File: src/rtl/dma_hostif.sv
module dma_hostif (
  input  logic        clk,
  input  logic        rst,
  input  logic        sel,
  input  logic        hold_ack,
  input  logic        rd,
  input  logic        wr,
  input  logic [3:0]  addr,
  input  logic [7:0]  wdata,
  output logic [7:0]  rdata,
  input  logic [3:0]  dreq_in,
  input  logic [3:0]  tc_set,
  input  logic        tmp_load,
  input  logic [7:0]  tmp_data,
  output logic [7:0]  cmd_o,
  output logic [23:0] mode_o,
  output logic [3:0]  req_o,
  output logic [3:0]  mask_o,
  output logic [63:0] ch_addr_o,
  output logic [63:0] ch_cnt_o
);
  localparam logic [3:0] A_CMD = 4'd8, A_REQ = 4'd9, A_SMASK = 4'd10, A_MODE = 4'd11,
                         A_CLRPTR = 4'd12, A_MCLR = 4'd13, A_CLRMSK = 4'd14, A_AMASK = 4'd15;

  logic [7:0]  cmd_r, tmp_r;
  logic [3:0]  req_r, mask_r, tc_r;
  logic        bptr;
  logic [1:0]  mctr;
  logic [5:0]  mode_r [4];
  logic [15:0] adr_r  [4];
  logic [15:0] cnt_r  [4];

  wire acc      = sel && !hold_ack;
  wire wr_ok    = acc && wr;
  wire rd_ok    = acc && rd && !wr;
  wire chan_acc = !addr[3] && (wr_ok || rd_ok);
  wire mclr     = wr_ok && addr == A_MCLR;
  wire [1:0] ch = addr[2:1];
  wire [1:0] dch = wdata[1:0];

  always_ff @(posedge clk) begin
    if (rst || mclr) begin
      cmd_r  <= '0;
      tmp_r  <= '0;
      req_r  <= '0;
      tc_r   <= '0;
      mask_r <= 4'hF;
      bptr   <= 1'b0;
      mctr   <= '0;
    end else begin
      if (tmp_load) tmp_r <= tmp_data;
      tc_r <= (tc_r & ~{4{rd_ok && addr == A_CMD}}) | tc_set;
      if (wr_ok && addr == A_CLRPTR) bptr <= 1'b0;
      else if (chan_acc) bptr <= ~bptr;
      if (rd_ok && addr == A_CLRPTR) mctr <= '0;
      else if (rd_ok && addr == A_MODE) mctr <= mctr + 2'd1;
      if (wr_ok) begin
        case (addr)
          A_CMD:    cmd_r       <= wdata;
          A_REQ:    req_r[dch]  <= wdata[2];
          A_SMASK:  mask_r[dch] <= wdata[2];
          A_CLRMSK: mask_r      <= '0;
          A_AMASK:  mask_r      <= wdata[3:0];
          default:  ;
        endcase
      end
    end
  end

  always_ff @(posedge clk) begin
    if (rst) begin
      for (int i = 0; i < 4; i++) begin
        mode_r[i] <= '0;
        adr_r[i]  <= '0;
        cnt_r[i]  <= '0;
      end
    end else if (wr_ok) begin
      if (addr == A_MODE) mode_r[dch] <= wdata[7:2];
      if (!addr[3]) begin
        if (!addr[0]) begin
          if (bptr) adr_r[ch][15:8] <= wdata; else adr_r[ch][7:0] <= wdata;
        end else begin
          if (bptr) cnt_r[ch][15:8] <= wdata; else cnt_r[ch][7:0] <= wdata;
        end
      end
    end
  end

  logic [15:0] word_sel;
  assign word_sel = addr[0] ? cnt_r[ch] : adr_r[ch];

  always_comb begin
    rdata = 8'h00;
    if (rd_ok) begin
      case (addr)
        A_CMD:    rdata = {dreq_in | req_r, tc_r};
        A_REQ:    rdata = {4'hF, req_r};
        A_SMASK:  rdata = cmd_r;
        A_MODE:   rdata = {mode_r[mctr], 2'b11};
        A_MCLR:   rdata = tmp_r;
        A_AMASK:  rdata = {4'hF, mask_r};
        default:  rdata = addr[3] ? 8'hFF : (bptr ? word_sel[15:8] : word_sel[7:0]);
      endcase
    end
  end

  always_comb begin
    for (int i = 0; i < 4; i++) begin
      mode_o[i*6 +: 6]     = mode_r[i];
      ch_addr_o[i*16 +: 16] = adr_r[i];
      ch_cnt_o[i*16 +: 16]  = cnt_r[i];
    end
  end

  assign cmd_o  = cmd_r;
  assign req_o  = req_r;
  assign mask_o = mask_r;
endmodule

File: config.mk
export PLATFORM = sky130hd
export DESIGN_NAME = dma_hostif
export DESIGN_NICKNAME = d
export VERILOG_FILES = /design/src/rtl/dma_hostif.sv
export SDC_FILE = /design/constraint.sdc
export NUM_CORES = 1
export LEC_CHECK = 0
export ABC_CLOCK_PERIOD_IN_PS = 5900
export BUFFER_PORTS_ARGS = -buffer_cell sky130_fd_sc_hd__clkbuf_2
export CAP_MARGIN = 40
export CORE_MARGIN = 2
export CORE_UTILIZATION = 38
export CTS_CLUSTER_SIZE = 12
export DETAILED_ROUTE_END_ITERATION = 7
export PLACE_DENSITY_LB_ADDON = 0.05
export REMOVE_ABC_BUFFERS = 1
export SLEW_MARGIN = 20
export SYNTH_ARGS = -nofsm -noshare
export SYNTH_HDL_FRONTEND = slang
export SYNTH_SLANG_ARGS = --single-unit
File: constraint.sdc
create_clock -name clk -period 5.9 [get_ports clk]
set_input_delay 0.885 -clock clk [delete_from_list [all_inputs] [get_ports clk]]
set_output_delay 0.885 -clock clk [all_outputs]
set_load 0.1 [all_outputs]
# --- Yosys cells after proc, flatten, opt, wreduce, memory -nomap -nowiden ---
# Memory sizes are Yosys's and may differ from the RTL's. A register that Yosys moved wholly into a read port is not among the register bits.
# Cells that the tools add are included.
totals:
  register_bits: 31
  mem_count: 3
  out_inout_bits: 176
  ram_bits: 152
  in_bits: 35
  elab_cells: 100
memory_table:
  columns: ["name", "words", "width", "read_ports", "rd_clocked_by_memory_dff", "write_ports", "line_no", "rtl"]
  rows:
  - ["adr_r", 4, 16, 5, 0, 4, "30", "logic [15:0] adr_r [4];"]
  - ["cnt_r", 4, 16, 5, 0, 4, "31", "logic [15:0] cnt_r [4];"]
  - ["mode_r", 4, 6, 5, 1, 4, "29", "logic [5:0] mode_r [4];"]
op_classes:
  order_cmp: 2
  reduce_logical: 25
  mux: 49
  add_sub_neg: 1
  n_eq_ne: 8
  n_bitwise: 5
op_table:
  columns: ["cell", "count"]
  rows:
  - ["16-bit two-way mux", 3]
  - ["8-bit case mux with 6 select lines", 1]
  - ["4-bit equality test, second input constant", 8]
  - ["16-bit OR reduction", 2]
  - ["1-bit two-way mux", 30]
  - ["8-bit two-way mux", 3]
  - ["2-bit two-way mux", 7]
  - ["4-bit case mux with 3 select lines", 1]
  - ["1-bit logical AND", 11]
  - ["4-bit bitwise mux", 2]
  - ["4-bit bitwise OR", 2]
  - ["6-bit two-way mux", 1]
  - ["2-bit AND reduction", 3]
  - ["6-bit OR reduction", 1]
  - ["4-bit bitwise AND", 1]
  - ["4-bit inverter", 1]
  - ["2-bit OR reduction", 2]
  - ["1-bit zero test", 3]
  - ["2-bit by 3-bit < comparator with 1-bit output, second input constant", 1]
  - ["3-bit nonzero test", 1]
  - ["2-bit by 1-bit adder with 2-bit output, second input constant", 1]
  - ["1-bit demux with 2-bit select", 1]
  - ["2-bit by 1-bit greater-or-equal comparator with 1-bit output, second input constant", 1]
  - ["1-bit logical OR", 2]
  - ["1-bit inverter", 1]

# --- Logic depth before layout (Yosys ltp) ---
# Gate-level depths: netlist of run 1.
logic_depth:
  ltp_word: 8
  mapped_depth: 9
  ltp_nobuf: 4

# --- Worst setup path before layout of run 1 ---
# OpenSTA, ideal clock, no wires.
synth_timing:
  kind: "input to output"
  from: "in addr[1]"
  to: "out rdata[6]"
  required_time_ns: 5.015
  path_slack_ns: 0.251
  arrival_time_ns: 4.764
  path_stages: 8
  cell_sequence: "buf_6 buf_12 buf_6 buf_6 nand3b_1 a31oi_1 and4b_1 nor4_1"
synth_between:
  elab_chain_len: 6
  word_cells_on_any_way: 13
  classes_between: "6 x eq/ne; 5 x mux; 2 x memory"
synth_lines:
  columns: ["element", "line_no", "rtl"]
  rows:
  - ["start: declaration", "8", "input logic [3:0] addr,"]
  - ["memory 4 x 16 bit, on equally long branches", null, null]
  - ["16-bit two-way mux", "90", "assign word_sel = addr[0] ? cnt_r[ch] : adr_r[ch];"]
  - ["8-bit two-way mux (2 in a row)", "102", "default: rdata = addr[3] ? 8'hFF : (bptr ? word_sel[15:8] : word_sel[7:0]);"]
  - ["8-bit case mux with 6 select lines (*)", "95", "case (addr)"]
  - ["8-bit two-way mux (*)", "94", "if (rd_ok) begin"]
  - ["end: declaration", "10", "output logic [7:0] rdata,"]
# Mark *: on every way between the ends. The rest lies on a longest branch, timed or not.

# --- Worst setup path in the final report of run 1 ---
layout_timing:
  from: "in addr[1]"
  to: "out rdata[0]"
# Same word-level chain as after synthesis.

==> run_results.csv, run 1 <==
group,metric,value,unit
status,outcome,"finished, final reports clean",
floorplan,fp.dieH,154.9,um
power_and_ir_drop,seqPwrFrac,46.3,%
clock_network,clockRootBuffer,"clkbuf_16",
worst_setup_path,cp_cell_sequence,"buf_4 > mux4_1 > a22o_1 > a2111oi_0 > a311oi_1 > clkbuf_2",
timing,grt_setup_unrepaired,"false",
clock_network,insertion_delay,440,ps
timing,tns,0,ps
finish,nets,926,
worst_setup_path,reg2reg_from,"bptr",
floorplan,core-area,22500,um^2
synthesis,syn-cell-area,8653,um^2
worst_setup_path,slowest_delay,780,ps
worst_setup_path,cp.arrival,3800,ps
power_and_ir_drop,p_sw,1.065,mW
clock_network,post-cts-setup-buffer-count,0,
synthesis,synth_seq_cells,185,
global_routing,grt_usage,24.21,%
place,placed_area,9893,um^2
floorplan,fp.dieArea,24000,um^2
routing,first_iter_violations,559,
synthesis,synth_cell_type_count,58,
global_routing,grt_max_degree,45,
clock_network,cts.path.max_buffers,2,
timing,period_share,79.43,%
finish,diodes,0,
worst_hold_path,holdCritPathClass,"register to register",
synthesis,yosysWarningCount,0,
timing,slew_viol_final,0,
timing,skew,11.37,ps
finish,area_growth,21.57,%
global_routing,grt_first_pass_wirelength,42720,um
clock_network,cts_hold_buf,0,
power_and_ir_drop,power_frac_comb,17.3,%
clock_network,cts_tree,"built",
worst_setup_path,regToRegSetupSlack,3540,ps
routing,wl,29010,um
global_routing,antenna_found_initial,0,
floorplan,boundaryPins,211,
place,port-buffer-count,210,
place,dp_hpwl,21690,um
timing,maxSlewHeadroom,38.14,%
timing,tightest_slew,904.6,ps
worst_setup_path,worstSetupEndpointType,"output pin",
worst_setup_path,start_kind,"input pin",
power_and_ir_drop,leakage,4.221,nW
timing,finalHoldViolCount,0,
synthesis,synthCells,691,
routing,viasPerCell,5.591,
global_routing,grt_pass1_vias,6663,
synthesis,synthArstFlopShare,0,%
power_and_ir_drop,swShare,33.04,%
power_and_ir_drop,cellInternalPower,2.158,mW
worst_setup_path,cp_max_fo,44,
synthesis,syn_avg_cell_area,12.52,um^2
clock_network,cts_inserted_buffers,17,
routing,dr_total_vias,6648,
place,place_ws,1284,ps
timing,layout_min_cycle_time,4687,ps
worst_setup_path,cp_slowest_cell,"a2111oi_0",
clock_network,clkTransAtPathRegs,70,ps
place,gp_congestion,0.9269,
clock_network,clkSinkCount,185,
worst_setup_path,path_buf_inv,2,
routing,drc_errors,0,
routing,first_pass_iters,5,
timing,setup_viol,0,
timing,hold_slack,496.9,ps
routing,wl_per_cell,24.40,um
finish,design_area,10520,um^2
clock_network,h-tree-depth,4,
synthesis,ys.flop_type,"edfxtp_1",
job,cap_violations,0,
worst_setup_path,critical_path.startpoint,"addr[1]",
synthesis,synth_edf_count,152,
floorplan,num_rows,55,
worst_setup_path,worstSetupPathType,"input pin to output pin",
clock_network,ctsResizeCount,0,
floorplan,die_w,154.9,um
worst_hold_path,min_from,"tc_r[2]",
routing,ant_nets,0,
floorplan,start_util,38.45,%
synthesis,ys_seq_area_share,60.38,%
power_and_ir_drop,powerDensity,306.4,nW/um^2
power_and_ir_drop,p_clk_share,36.4,%
finish,drive_gt1_share,32.41,%
timing,setup_ws,1213,ps
global_routing,grt_overflow_total,0,
worst_setup_path,critPathTopFamily,"compound AO/OA/AOI/OAI gates",
worst_setup_path,worstPathRequired,5020,ps
power_and_ir_drop,power.ir.vdd_worst,183.4,uV
timing,fmax,213.4,MHz
==> state kept, by name, summed over array words and instances, names as in the netlist, named ones only <==
name	count
adr_r	64
bptr	1
cmd_o	8
cnt_r	64
mask_o	4
mctr	2
mode_r	24
req_o	4
tc_r	4
tmp_r	8
==> power by group through the flow <==
| stage | clock network, mW | logic [mW] | registers (mW) |
|---|---|---|---|
| final | 1.17 | 0.556 | 1.49 |
| after detailed placement | 0 | 0.556 | 1.52 |
| after CTS | 1.19 | 0.557 | 1.49 |
| after global routing | 1.24 | 0.574 | 1.50 |
| after floorplan | 0 | 0.110 | 1.82 |
| after global placement | 0 | 0.553 | 1.52 |
==> worst register-to-register path: stages, from the launching register on <==
cell and delay (ps):
dfxtp_1 590, nor2b_1 530, nand3_1 440, nand2_1 460
==> placed cells by master, fill, tap and decap left out, types with 4 or more instances in the layout <==
cell and instances:
nor2_2 8, inv_1 19, clkbuf_2 209, nand3_1 9, o22ai_1 7, a22o_1 4, inv_8 4, nor3_1 5
a31oi_1 6, a22oi_1 6, a21oi_1 13, mux4_2 17, nor2_1 137, mux2_2 4, nand3b_1 4, nor4_1 5
a311oi_1 8, dfxtp_1 33, nand2b_1 6, buf_4 6, and3_1 4, nand2_1 58, mux2i_1 38, o21ai_0 23
and2_1 25, edfxtp_1 152, nor2b_1 7, clkbuf_16 17, mux4_1 11, nand3_2 4
==> worst paths after layout <==
kind | end | depth (start not counted)
setup / recovery | rdata[0] | 6
hold / removal | tc_r[2] | 2
setup reg to reg | adr_r[1][15] | 3
hold reg to reg | tc_r[2] | 2
==> synthesized netlist by cell type, types with 5 or more instances <==
| cell | number | area share (%) |
|---|---|---|
| nor4_1 | 5 | 0.36 |
| nand3_1 | 9 | 0.52 |
| a21oi_1 | 13 | 0.75 |
| and2_1 | 25 | 1.8 |
| inv_1 | 19 | 0.82 |
| nand2b_1 | 6 | 0.43 |
| clkbuf_1 | 19 | 0.82 |
| nor2_1 | 137 | 5.9 |
| a31oi_1 | 6 | 0.43 |
| o22ai_1 | 7 | 0.51 |
| mux4_2 | 17 | 4.4 |
| nor2_2 | 8 | 0.58 |
| a22oi_1 | 6 | 0.52 |
| o21ai_0 | 23 | 1.3 |
| buf_2 | 11 | 0.64 |
| a311oi_1 | 8 | 0.81 |
| nor3_1 | 5 | 0.29 |
| dfxtp_1 | 33 | 7.6 |
| edfxtp_1 | 152 | 53 |
| mux4_1 | 11 | 3.3 |
| mux2i_1 | 38 | 4.4 |
| nor2b_1 | 7 | 0.51 |
| nand2_1 | 58 | 2.5 |
==> layer usage <==
layer | global-route usage (%) | up-vias | wire length [um]
met2 | 40.13 | 277 | 14020
met1 | 33.66 | 3384 | 12820
met5 | 0 | - | 0
met4 | 5.776 | 0 | 363
li1 | - | 2964 | -
met3 | 3.844 | 23 | 1803
==> per-stage QoR <==
step           util [%]  total power [mW]  instances
3_3_place_gp      43.90             2.074       1153
4_1_cts           46.66             3.236       1188
3_5_place_dp      43.96             2.078       1156
5_1_grt           46.75             3.310       1189
6_report          46.75             3.223       1189
2_1_floorplan         -             1.927        653
==> cell type report <==
cell class	count	area, um^2
Sequential cell	185	5225
Fill cell	2083	11980
Tap cell	285	356.6
Inverter	20	75.07
Timing Repair Buffer	219	1126
Multi-Input combinational cell	448	3131
Clock buffer	17	425.4
Clock inverter	15	181.4
==> cells by family after synthesis <==
logic type,share of synthesized area (%)
buffers and inverters,3.441
muxes,12.68
DFF,60.38
and+or+nand+nor,16.51
AOI/OAI and AO/OA,6.883
xor gates and xnor gates,0.1012
(Power assumes the default switching activity.)
==> run 2: changes to the inputs <==
--- a/config.mk
+++ b/config.mk
@@ -5,7 +5,8 @@
 export SDC_FILE = /design/constraint.sdc
 export NUM_CORES = 1
 export LEC_CHECK = 0
-export ABC_CLOCK_PERIOD_IN_PS = 5900
+export ABC_AREA = 1
+export ABC_CLOCK_PERIOD_IN_PS = 4890
 export BUFFER_PORTS_ARGS = -buffer_cell sky130_fd_sc_hd__clkbuf_2
 export CAP_MARGIN = 40
 export CORE_MARGIN = 2
==> constraint.sdc (replaced) <==
create_clock -name clk -period 4.89 [get_ports clk]
set_input_delay 0.7335 -clock clk [delete_from_list [all_inputs] [get_ports clk]]
set_output_delay 0.7335 -clock clk [all_outputs]
set_load 0.1 [all_outputs]
==> run_results.csv, run 2 <==
group,metric,value,unit
status,outcome,"finished, final reports clean",
worst_setup_path,cp.arrival,3140,ps
routing,dr_total_vias,8117,
routing,viasPerCell,4.989,
finish,mostFrequentLayoutCell,"nand2_1",
floorplan,start_util,38.79,%
timing,finalHoldViolCount,0,
worst_setup_path,cp_max_fo,42,
timing,slew_viol_final,0,
power_and_ir_drop,p_sw,1.407,mW
timing,tightest_slew,775.3,ps
synthesis,synthTopCellsByCount,"321 x nand2_1, 203 x nor2_1, 152 x edfxtp_1",
clock_network,clkTransAtPathRegs,70,ps
clock_network,cts.path.max_buffers,2,
finish,area_growth,21.31,%
power_and_ir_drop,cellInternalPower,2.595,mW
synthesis,ys.flop_type,"edfxtp_1",
global_routing,top_usage_layer,"met2",
routing,first_iter_violations,813,
routing,wl,31370,um
global_routing,use_met3,4.676,%
synthesis,synthArstFlopShare,0,%
worst_setup_path,path_buf_inv,4,
timing,skew,10.56,ps
power_and_ir_drop,power.ir.vdd_worst,210.6,uV
power_and_ir_drop,power_frac_comb,20.3,%
worst_hold_path,worstHoldPathCells,2,
floorplan,core-area,23470,um^2
global_routing,grt_first_pass_wirelength,46510,um
synthesis,yosysWarningCount,0,
timing,period_share,79.25,%
clock_network,post-cts-setup-buffer-count,0,
timing,tns,0,ps
finish,layout_common_cells,"321 x nand2_1, 211 x clkbuf_2, 203 x nor2_1",
synthesis,synth_cell_type_count,23,
routing,wl_per_cell,19.28,um
timing,grt_setup_unrepaired,"false",
global_routing,grt_pass1_vias,7991,
finish,reg_top3,"adr_r: 64 flops, cnt_r: 64 flops, mode_r: 24 flops",
timing,setup_viol,0,
power_and_ir_drop,seqPwrFrac,45.5,%
power_and_ir_drop,p_clk_share,34.2,%
clock_network,clockRootBuffer,"clkbuf_16",
clock_network,cts_tree,"built",
floorplan,die_w,158.8,um
routing,first_pass_iters,5,
power_and_ir_drop,powerDensity,362.3,nW/um^2
timing,layout_min_cycle_time,3875,ps
worst_setup_path,path_common_cell,"nand2_1",
power_and_ir_drop,leakage,4.902,nW
worst_setup_path,critPathTopFamily,"simple AND/OR/NAND/NOR gates",
timing,fmax,258.0,MHz
floorplan,boundaryPins,211,
place,port-buffer-count,210,
worst_setup_path,start_kind,"input pin",
clock_network,cts_inserted_buffers,17,
routing,ant_nets,0,
job,cap_violations,0,
worst_setup_path,worstSetupEndpointType,"output pin",
worst_setup_path,worstSetupPathType,"input pin to output pin",
synthesis,synthCells,1091,
worst_setup_path,slowest_delay,490,ps
synthesis,synth_top_area_share,50.13,%
routing,drc_errors,0,
timing,hold_slack,474.5,ps
synthesis,syn_avg_cell_area,8.346,um^2
clock_network,h-tree-depth,4,
global_routing,antenna_found_initial,0,
clock_network,ctsResizeCount,0,
power_and_ir_drop,swShare,35.16,%
synthesis,syn-cell-area,9105,um^2
place,dp_hpwl,23680,um
global_routing,grt.met1_usage,33.43,%
clock_network,clkSinkCount,185,
synthesis,yosysMostFrequentCell,"nand2_1",
place,gp_congestion,0.9040,
floorplan,fp.dieArea,25210,um^2
worst_setup_path,worstPathRequired,4160,ps
global_routing,grt_max_degree,43,
timing,maxSlewHeadroom,48.31,%
finish,drive_gt1_share,22.40,%
worst_setup_path,cp.depth,10,
synthesis,synth_seq_cells,185,
worst_hold_path,holdCritPathClass,"register to register",
floorplan,num_rows,56,
global_routing,grt_overflow_total,0,
floorplan,fp.dieH,158.8,um
synthesis,ys_seq_area_share,57.39,%
clock_network,cts_hold_buf,0,
worst_setup_path,rr_worst_depth,4,
clock_network,insertion_delay,440,ps
worst_setup_path,cp_slowest_cell,"clkbuf_2",
global_routing,grt_usage,24.47,%
synthesis,synth_top_area_cell,"edfxtp_1",
synthesis,synth_edf_count,152,
worst_setup_path,cp_cell_sequence,"buf_2 > buf_4 > nor2_2 > nand2_1 > o21ai_0 > inv_1 > nand3_1 > nand2_1 > nor2_1 > clkbuf_2",
synthesis,synth_area_leaders,"edfxtp_1 50%, nand2_1 13%, nor2_1 8.4%, dfxtp_1 7.3%, nand3_1 5.3%",
global_routing,met2_usage,39.56,%
finish,diodes,0,
finish,nets,1331,
==> run 2: cell count changes in the layout (fill, tap and decap cells not counted), sizes merged, moves of 8 or more <==
cell / before / now
o21ai: 23 / 51
mux4: 28 / 0
and2: 25 / 0
a311oi: 8 / 0
inv: 26 / 142
nand2: 58 / 321
a21oi: 13 / 27
nand3: 13 / 112
mux2i: 38 / 0
nor2: 145 / 217
==> run 2: worst paths after layout <==
| check | from | endpoint | slack [ps] |
|---|---|---|---|
| max | addr[1] | rdata[4] | 1010 |
| min | tmp_r[4] | tmp_r[4] | 470 |
| max reg2reg | bptr | cnt_r[2][12] | 2670 |
| min reg2reg | tmp_r[4] | tmp_r[4] | 470 |
==> run 2: layer usage <==
metal,up-vias,wire length (um)
met4,0,685
li1,3902,-
met2,316,14690
met1,3853,13860
met3,46,2138
met5,-,0
==> run 2: layout make-up <==
class,instances,area (um^2)
tap,319,399.1
inverter,136,510.5
multi-input combinational,734,3209
clock buffer,17,425.4
fill,2413,12430
sequential,185,5225
clock inverter,14,137.6
timing repair buffer,222,1139
==> run 2: power by group through the flow <==
stage                     Sequential [mW]  Clock, mW  Combinational (mW)
after detailed placement             1.86          0               0.812
final                                1.82       1.37               0.813
after global routing                 1.83       1.43               0.853
after CTS                            1.82       1.38               0.813
after floorplan                      2.30          0               0.174
after global placement               1.86          0               0.809
==> run 2: kinds of logic after synthesis <==
family / Yosys count / share of synthesized area, %
and+or+nand+nor: 650 / 30.12
DFF: 185 / 57.39
buffers and inverters: 172 / 7.366
AOI/OAI and AO/OA: 84 / 5.126
==> run 2: through the flow <==
step / power (mW) / worst slack (ps) / utilization, % / cell area, um^2 / std cells
final: 4.002 / 1015 / 47.06 / 11050 / 1627
after global routing: 4.114 / 977.7 / 47.06 / 11050 / 1627
after CTS: 4.018 / 1160 / 46.99 / 11030 / 1624
after detailed placement: 2.669 / 1162 / 44.59 / 10470 / 1593
after global placement: 2.667 / 1142 / 44.51 / 10450 / 1591
after floorplan: 2.472 / 1198 / - / 8945 / 1055
==> run 2: worst min-delay path, delay by kind of cell (launching register included) <==
family,cells,cell delay [ps]
flops,1,320
simple gates,1,60
compound gates,1,50
